File: src/rtl/audio_clkgen.sv
module audio_clkgen #(
  parameter int LDIV_W   = 9,
  parameter int BDIV_W   = 13,
  parameter int LDIV_LSB = 2
) (
  input  logic        clk,
  input  logic        rst_n,
  input  logic        cfg_we,
  input  logic [31:0] cfg_wdata,
  output logic        bclk,
  output logic        lrclk,
  output logic        frame_start
);
  localparam int BDIV_LSB = LDIV_LSB + LDIV_W;
  localparam int CTRL_W   = BDIV_LSB + BDIV_W;

  logic [CTRL_W-1:0] ctrl_q;
  logic [BDIV_W-1:0] mcnt;
  logic [LDIV_W-1:0] bcnt;

  wire unused_hi = ^cfg_wdata[31:CTRL_W];

  wire              en   = ctrl_q[0];
  wire              tdm  = ctrl_q[1];
  wire [LDIV_W-1:0] lraw = ctrl_q[BDIV_LSB-1:LDIV_LSB];
  wire [BDIV_W-1:0] braw = ctrl_q[CTRL_W-1:BDIV_LSB];

  wire [LDIV_W-1:0] ldiv = (lraw < LDIV_W'(2)) ? LDIV_W'(2) : lraw;
  wire [BDIV_W-1:0] bdiv = (braw < BDIV_W'(2)) ? BDIV_W'(2) : braw;

  wire mwrap = (mcnt == bdiv - BDIV_W'(1));
  wire bwrap = (bcnt == ldiv - LDIV_W'(1));

  wire bclk_d = (mcnt >= bdiv - (bdiv >> 1));
  wire lr_d   = tdm ? (bcnt == '0) : (bcnt >= ldiv - (ldiv >> 1));
  wire fs_d   = (mcnt == '0) && (bcnt == '0);

  always_ff @(posedge clk or negedge rst_n) begin
    if (!rst_n) begin
      ctrl_q      <= '0;
      mcnt        <= '0;
      bcnt        <= '0;
      bclk        <= 1'b0;
      lrclk       <= 1'b0;
      frame_start <= 1'b0;
    end else if (cfg_we || !en) begin
      if (cfg_we) ctrl_q <= cfg_wdata[CTRL_W-1:0];
      mcnt        <= '0;
      bcnt        <= '0;
      bclk        <= 1'b0;
      lrclk       <= 1'b0;
      frame_start <= 1'b0;
    end else begin
      bclk        <= bclk_d;
      lrclk       <= lr_d;
      frame_start <= fs_d;
      mcnt        <= mwrap ? '0 : mcnt + BDIV_W'(1);
      if (mwrap) bcnt <= bwrap ? '0 : bcnt + LDIV_W'(1);
    end
  end
endmodule

File: config.mk
export PLATFORM = sky130hd
export DESIGN_NAME = audio_clkgen
export DESIGN_NICKNAME = d
export VERILOG_FILES = /design/src/rtl/audio_clkgen.sv
export SDC_FILE = /design/constraint.sdc
export NUM_CORES = 1
export LEC_CHECK = 0
export CAP_MARGIN = 20
export CORE_ASPECT_RATIO = 0.7
export CORE_UTILIZATION = 50
export CTS_CLUSTER_DIAMETER = 30
export DETAILED_ROUTE_END_ITERATION = 10
export MAX_ROUTING_LAYER = met4
export PLACE_DENSITY = 0.75
export SYNTH_ARGS = -nofsm -noshare
export SYNTH_HDL_FRONTEND = slang
export SYNTH_SLANG_ARGS = --single-unit
File: constraint.sdc
create_clock -name clk -period 5.2 [get_ports clk]
set_clock_uncertainty 0.2 [all_clocks]
set_input_delay 1.04 -clock clk [delete_from_list [all_inputs] [get_ports clk]]
set_output_delay 1.04 -clock clk [all_outputs]
set_load 0.005 [all_outputs]
After elaboration in Yosys (flattened, before gate mapping):

Cells that the tools add are included.

* add/sub/neg operators: 6
* equality and inequality tests: 2
* reductions and logical operators: 7
* $lt $le $gt $ge: 4
* mux-type cells: 11

Operators with widths (number)
* $mux 13: 3
* $mux 9: 4
* $add 13x1->13 const B: 1
* $eq 13x13->1: 1
* $ge 13x13->1: 1
* $logic_not 13->1: 1
* $lt 13x2->1 const B: 1
* $sub 13x1->13 const B: 1
* $sub 13x12->13: 1
* $add 9x1->9 const B: 1
* $eq 9x9->1: 1
* $ge 9x9->1: 1
* $logic_not 9->1: 1
* $lt 9x2->1 const B: 1
* $sub 9x1->9 const B: 1
* $sub 9x8->9: 1
* $mux 1: 4
* $reduce_and 2->1: 1
* $reduce_bool 2->1: 1
* $logic_and 1x1->1: 1
* $logic_not 1->1: 1
* $logic_or 1x1->1: 1

* input port bits: 35
* word-level logic and storage cells: 36
* output and inout port bits: 3
* bits in registers: 49

Depth between registers and ports, before layout:

Gate-level depths: netlist of run 1.

* depth in word-level cells: 7
* depth in mapped cells: 20
* gate-level depth less buffers: 20

Worst setup path after synthesis of run 1:

Ideal clock, no wire load.

* path kind: reg-to-reg
* start point: register ctrl_q[22]
* end point: register bclk
* required time: 4.917 ns
* cell stages (with the launch flop): 20
* buffers on the path: 0
* slack: 1.124 ns
* arrival: 3.793 ns
* cells stage by stage: dfrtp_1 > inv_1 > ha_1 > nor4b_4 > nand3_1 > nand2b_1 > ha_1 > inv_1 > fa_1 > a21oi_1 > o21bai_1 > a21o_1 > a221o_1 > a221oi_1 > nor2b_1 > xnor2_1 > ha_1 > nand4_1 > o311a_1 > o22ai_1

* longest elaborated chain between the ends: 5

RTL lines
* start: declaration: line 17 `logic [CTRL_W-1:0] ctrl_q;`
* start signal: assignment: line 47 `if (cfg_we) ctrl_q <= cfg_wdata[CTRL_W-1:0];`
* $lt 13x2->1: line 29 `wire [BDIV_W-1:0] bdiv = (braw < BDIV_W'(2)) ? BDIV_W'(2) : braw;`
* $mux 13 *: line 29
* $sub 13x12->13 *: line 34 `wire bclk_d = (mcnt >= bdiv - (bdiv >> 1));`
* $ge 13x13->1 *: line 34
* $mux 1 *: line 46 `end else if (cfg_we || !en) begin`
* end signal: assignment: line 54 `bclk <= bclk_d;`
* end: declaration: line 10 `output logic bclk,`

Every way passes the cells marked *; elsewhere a longest branch is shown, timed or not.
A chain may end at the register's enable or synchronous reset.

Worst setup path in the final report of run 1:

Ends and elaborated chain as after synthesis.

==> flow_summary_export.csv, run 1 <==
group,metric,value,unit
sta,setup_viol,0,
yosys,ys_seq_area_share,26.8,%
yosys,postSynthAreaPerCell,8.87,µm²
detailed_routing,postRouteAntennaNets,0,
die,die_y,82.1,µm
critical_path,critical_path_arrival,4.59,ns
sta,rsz0062_at_grt,"false",
global_route,grt_pass1_wl,16600,µm
critical_path,crit_start,"ctrl_q[22]$_DFFE_PN0P_",
yosys,ys_seq_elements,49,
worst_hold_path,hold_start,"mcnt[0]$_DFF_PN0_",
clock_tree,postCtsSetupBuffers,0,
critical_path,critPathKind,"reg -> reg",
finish,nets,642,
yosys,synthArstFlopShare,100,%
detailed_routing,vias,3707,
critical_path,r2r_end,"bclk$_DFF_PN0_",
yosys,synthesis.area,4580,µm²
power_and_ir_drop,finalPower,1.19,mW
finish,diodes,0,
worst_hold_path,hp-class,"reg -> reg",
global_route,grt_antenna_before_repair,0,
finish,drive_above_1_share,4.89,%
yosys,synth_edf_count,0,
power_and_ir_drop,powerDensity,235,nW/µm²
finish,postLayoutCellArea,5070,µm²
yosys,synth_ff_type,"dfrtp_1",
die,fp-row-count,28,
flow_run,drv_cap,0,
critical_path,start_kind,"register",
critical_path,rr_worst_depth,19,
sta,fin_tns_setup,0,ns
finish,layout_common_cells,"ha_1, inv_1, dfrtp_1",
yosys,ys_warn_count,0,
global_route,grt-ovfl-total,0,
finish,fin_util,58.6,%
yosys,ys_types,63,
power_and_ir_drop,ir_worst_vdd,0.187,mV
detailed_routing,wl,9860,µm
finish,fill_cells,735,
yosys,yosys.area_share.simple,17.3,%
die,core,8650,µm²
clock_tree,clkLatencyLatePin,0.29,ns
clock_tree,holdBufCountCts,0,
critical_path,r2r_slack,0.63,ns
yosys,syn-num-nets,627,
critical_path,cp.required,5.22,ns
yosys,synth_compound_gate_area_share,15.6,%
die,start_util,52.9,%
clock_tree,cts_htree_levels,2,
power_and_ir_drop,p_leak,2.36,nW
die,die_area,9550,µm²
critical_path,worstReg2RegStart,"ctrl_q[22]$_DFFE_PN0P_",
sta,setup_ws,0.625,ns
finish,stdcell_count,652,
clock_tree,cts_sinks,49,
placed_design,gp_congestion,0.868,
worst_hold_path,holdPathEnd,"mcnt[0]$_DFF_PN0_",
clock_tree,cts_resized,0,
yosys,syn_inst,516,
detailed_routing,drtIter0Drc,207,
yosys,yosys.area_share.adder,21.1,%
placed_design,io_buffers,29,
global_route,grt_start_max_net_pins,50,
critical_path,critPathCaptureType,"register",
clock_tree,clk_pin_slew_worst_paths,0.07,ns
detailed_routing,first_pass_iters,5,
placed_design,place_inst,644,
die,ios,38,
clock_tree,cts_made_buffers,5,
finish,syn2layout_area_growth,10.8,%
yosys,synth_top_family_by_area,"adder cells",
sta,hold_viol,0,
global_route,grt_pass1_vias,3398,
sta,worstMarginPinSlew,0.926,ns
placed_design,dp_slack,0.621,ns
sta,layout_min_cycle_time,4.57,ns
clock_tree,cts_tree,"yes",
placed_design,place_hpwl,7810,µm
clock_tree,clk_path_buf_depth,2,
yosys,synth_mux_area_share,0.956,%
placed_design,place_area,4930,µm²
sta,max_freq,219,MHz
critical_path,critical_path.max_fanout,4,
outcome,run_status,"completed",
detailed_routing,via_per_inst,5.69,
clock_tree,cts-root-buf,"clkbuf_16",
worst_hold_path,worstHoldPathCells,1,
die,die_w,116,µm
finish,final_common_cell,"ha_1",
sta,whs,0.358,ns
detailed_routing,routedWlPerCell,15.1,µm
yosys,synth_xor_area_share,12.0,%
detailed_routing,drcViolationCount,0,
global_route,grt.total_usage,23.4,%
sta,period_share,88.0,%
sta,maxSlewViolCount,0,
sta,slew_headroom,38.2,%
-- how the worst max path moves through the flow --
stage / to / slack, ns / cells past startpoint
floorplan: bclk$_DFF_PN0_ / 1.12 / 19
global placement: bclk$_DFF_PN0_ / 0.73 / 19
detailed placement: bclk$_DFF_PN0_ / 0.62 / 19
CTS: bclk$_DFF_PN0_ / 0.60 / 19
global route: bclk$_DFF_PN0_ / 0.32 / 19
finish: bclk$_DFF_PN0_ / 0.63 / 19
-- cell type report --
type	count	area, µm²	share of cell area, %
inverter	51	191	3.77
timing repair buffer	31	300	5.92
clock buffer	6	129	2.54
sequential	49	1230	24.2
clock inverter	2	10.0	0.197
multi-input combinational	393	3070	60.4
tap	120	150	2.96
-- critical path: stages (launching register included) --
cell,delay [ns]
dfrtp_1,0.40
inv_1,0.09
ha_1,0.14
nor4b_4,0.25
nand3_1,0.20
nand2b_1,0.26
ha_1,0.20
inv_1,0.06
fa_1,0.41
a21oi_1,0.17
o21bai_1,0.11
a21o_1,0.21
a221o_1,0.31
a221oi_1,0.33
nor2b_1,0.20
xnor2_1,0.09
ha_1,0.30
nand4_1,0.09
o311a_1,0.34
o22ai_1,0.12
-- report_power, final --
part           leakage, nW  internal, mW  switching, mW  total (mW)
sequential           0.638         0.400         0.0264       0.426
clock               0.0706         0.177          0.141       0.318
combinational         1.65         0.203          0.247       0.450
total                 2.36         0.780          0.414        1.19
-- cells by family after synthesis --
kind of cell | count (synthesis)
adders and majority gates | 76
AOI/OAI and AO/OA | 106
xor gates and xnor gates | 61
muxes | 4
and+or+nand+nor | 146
DFF | 49
buffers and inverters | 74
-- cell usage after synthesis, types with 12 or more instances --
cell,number,area [µm²]
inv_1,51,191
nand2_1,40,150
nand3_1,13,65.1
nor2_1,29,109
ha_1,74,926
xnor2_1,41,359
dfrtp_1,49,1230
o21ai_0,34,170
clkbuf_1,19,71.3
xor2_1,19,166
a21oi_1,21,105
and3_1,12,75.1
-- sequential cells by signal, summed over array words and instances, names as in the netlist --
name         flops
bclk             1
bcnt             9
ctrl_q          24
frame_start      1
lrclk            1
mcnt            13
-- metal layers --
metal | vias up | global-route usage [%] | part of all wire [%]
met4 | 0 | 4.62 | 0.84
met3 | 10 | 4.21 | 6.9
li1 | 1800 | - | -
met5 | - | - | 0
met1 | 1767 | 35.0 | 53
met2 | 130 | 32.5 | 40
(Power assumes the default switching activity.)
==> inputs of run 2 (changes only) <==
--- a/config.mk
+++ b/config.mk
@@ -8,6 +8,7 @@
 export CAP_MARGIN = 20
 export CORE_ASPECT_RATIO = 0.7
 export CORE_UTILIZATION = 50
+export CTS_BUF_LIST = sky130_fd_sc_hd__clkbuf_8
 export CTS_CLUSTER_DIAMETER = 30
 export DETAILED_ROUTE_END_ITERATION = 10
 export MAX_ROUTING_LAYER = met4
==> flow_summary_export.csv, run 2 (synthesized netlist as in run 1, its figures left out) <==
group,metric,value,unit
critical_path,worstReg2RegStart,"ctrl_q[22]$_DFFE_PN0P_",
sta,period_share,88.1,%
worst_hold_path,hold_start,"mcnt[0]$_DFF_PN0_",
sta,fin_tns_setup,0,ns
power_and_ir_drop,p_comb_share,41.0,%
detailed_routing,first_pass_iters,4,
finish,largest_reg_flops,24,
clock_tree,cts_resized,0,
global_route,grt_start_max_net_pins,50,
power_and_ir_drop,power_frac_clock,20.3,%
clock_tree,cts_sinks,49,
finish,final_common_cell,"ha_1",
clock_tree,cts_htree_levels,2,
power_and_ir_drop,powerDensity,219,nW/µm²
clock_tree,clk_pin_slew_worst_paths,0.09,ns
critical_path,r2r_slack,0.62,ns
finish,fill_cells,746,
die,ios,38,
clock_tree,cts_tree,"yes",
finish,layout_common_cells,"ha_1, inv_1, dfrtp_1",
detailed_routing,vias,3682,
placed_design,gp_congestion,0.868,
critical_path,cp.required,5.24,ns
sta,hold_viol,0,
placed_design,io_buffers,29,
finish,drive_above_1_share,4.89,%
sta,setup_viol,0,
die,core,8650,µm²
flow_run,drv_cap,0,
clock_tree,cts-root-buf,"clkbuf_8",
power_and_ir_drop,p_seq_share,38.7,%
detailed_routing,drcViolationCount,0,
worst_hold_path,holdPathEnd,"mcnt[0]$_DFF_PN0_",
sta,worstMarginPinSlew,0.921,ns
clock_tree,clkLatencyLatePin,0.31,ns
finish,regArea,1230,µm²
detailed_routing,postRouteAntennaNets,0,
clock_tree,clk_path_buf_depth,2,
critical_path,critical_path_arrival,4.62,ns
worst_hold_path,hp-class,"reg -> reg",
power_and_ir_drop,ir_worst_vdd,0.177,mV
sta,rsz0062_at_grt,"false",
global_route,grt.total_usage,23.3,%
global_route,grt_pass1_wl,16500,µm
detailed_routing,drtIter0Drc,225,
placed_design,place_hpwl,7810,µm
detailed_routing,routedWlPerCell,15.1,µm
critical_path,critical_path.max_fanout,4,
clock_tree,holdBufCountCts,0,
critical_path,start_kind,"register",
finish,regMostFlops,"ctrl_q",
finish,reg_top3,"ctrl_q (24), mcnt (13), bcnt (9)",
sta,layout_min_cycle_time,4.58,ns
sta,maxSlewViolCount,0,
global_route,grt-ovfl-total,0,
die,die_area,9550,µm²
die,fp-row-count,28,
critical_path,critPathCaptureType,"register",
sta,slew_headroom,38.5,%
die,start_util,52.9,%
power_and_ir_drop,netSwitchingFraction,36.8,%
power_and_ir_drop,p_sw,0.405,mW
power_and_ir_drop,p_leak,2.34,nW
die,die_w,116,µm
clock_tree,postCtsSetupBuffers,0,
global_route,grt_pass1_vias,3383,
sta,max_freq,218,MHz
finish,nets,642,
global_route,grt_antenna_before_repair,0,
critical_path,r2r_end,"bclk$_DFF_PN0_",
finish,syn2layout_area_growth,9.54,%
finish,fin_util,58.0,%
power_and_ir_drop,intPower,0.694,mW
worst_hold_path,worstHoldPathCells,1,
critical_path,critPathKind,"reg -> reg",
critical_path,rr_worst_depth,19,
detailed_routing,via_per_inst,5.65,
outcome,run_status,"completed",
finish,multi_input_area,3070,µm²
detailed_routing,wl,9860,µm
finish,diodes,0,
clock_tree,cts_made_buffers,5,
die,die_y,82.1,µm
==> run 2: cell types whose count changed in the layout (fill, tap and decap cells not counted) <==
cell and change:
inv_1 +1, clkbuf_1 -1, clkbuf_16 -5, clkbuf_8 +5
==> run 2: how the worst max path moves through the flow <==
stage                     depth (start not counted)                   start              to
after detailed placement                         19  ctrl_q[22]$_DFFE_PN0P_  bclk$_DFF_PN0_
after global routing                             19  ctrl_q[22]$_DFFE_PN0P_  bclk$_DFF_PN0_
after global placement                           19  ctrl_q[22]$_DFFE_PN0P_  bclk$_DFF_PN0_
after floorplan                                  19  ctrl_q[22]$_DFFE_PN0P_  bclk$_DFF_PN0_
after CTS                                        19  ctrl_q[23]$_DFFE_PN0P_  bclk$_DFF_PN0_
final                                            19  ctrl_q[22]$_DFFE_PN0P_  bclk$_DFF_PN0_
==> run 2: routing by layer <==
metal  up-vias  track usage (%)  routed length [µm]
met2        92             32.2                3880
met1      1779             35.0                5320
met4         0             4.62                  81
met3         8             4.21                 579
li1       1803                -                   -
met5         -                -                   0
==> run 2: power groups by stage <==
stage	clock (mW)	sequential (mW)	combinational (mW)
2_1_floorplan	0	0.425	0.340
3_3_place_gp	0	0.432	0.427
3_5_place_dp	0	0.433	0.443
4_1_cts	0.229	0.425	0.446
5_1_grt	0.243	0.429	0.503
6_report	0.223	0.425	0.451
==> run 2: final cells by class <==
class | instances | area share, %
Clock inverter | 3 | 0.274
Clock buffer | 5 | 1.37
Tap cell | 120 | 2.99
Inverter | 51 | 3.82
Timing Repair Buffer | 31 | 5.99
Sequential cell | 49 | 24.4
Multi-Input combinational cell | 393 | 61.1
==> run 2: through the flow <==
stage	instance area [µm²]	total power [mW]	std cells	hold slack [ns]	setup WS, ns
floorplan	4580	0.764	516	0.285	1.12
global placement	4930	0.858	644	0.343	0.733
detailed placement	4930	0.876	644	0.359	0.621
CTS	5020	1.10	652	0.369	0.598
global route	5020	1.18	652	0.404	0.323
finish	5020	1.10	652	0.361	0.619
==> run 2: worst max-delay path, cell delays in order (launching register included) <==
cell and delay [ns]:
dfrtp_1 0.41, inv_1 0.09, ha_1 0.14, nor4b_4 0.25, nand3_1 0.20, nand2b_1 0.26
ha_1 0.20, inv_1 0.06, fa_1 0.41, a21oi_1 0.17, o21bai_1 0.11, a21o_1 0.21
a221o_1 0.31, a221oi_1 0.33, nor2b_1 0.20, xnor2_1 0.09, ha_1 0.31, nand4_1 0.10
o311a_1 0.35, o22ai_1 0.12
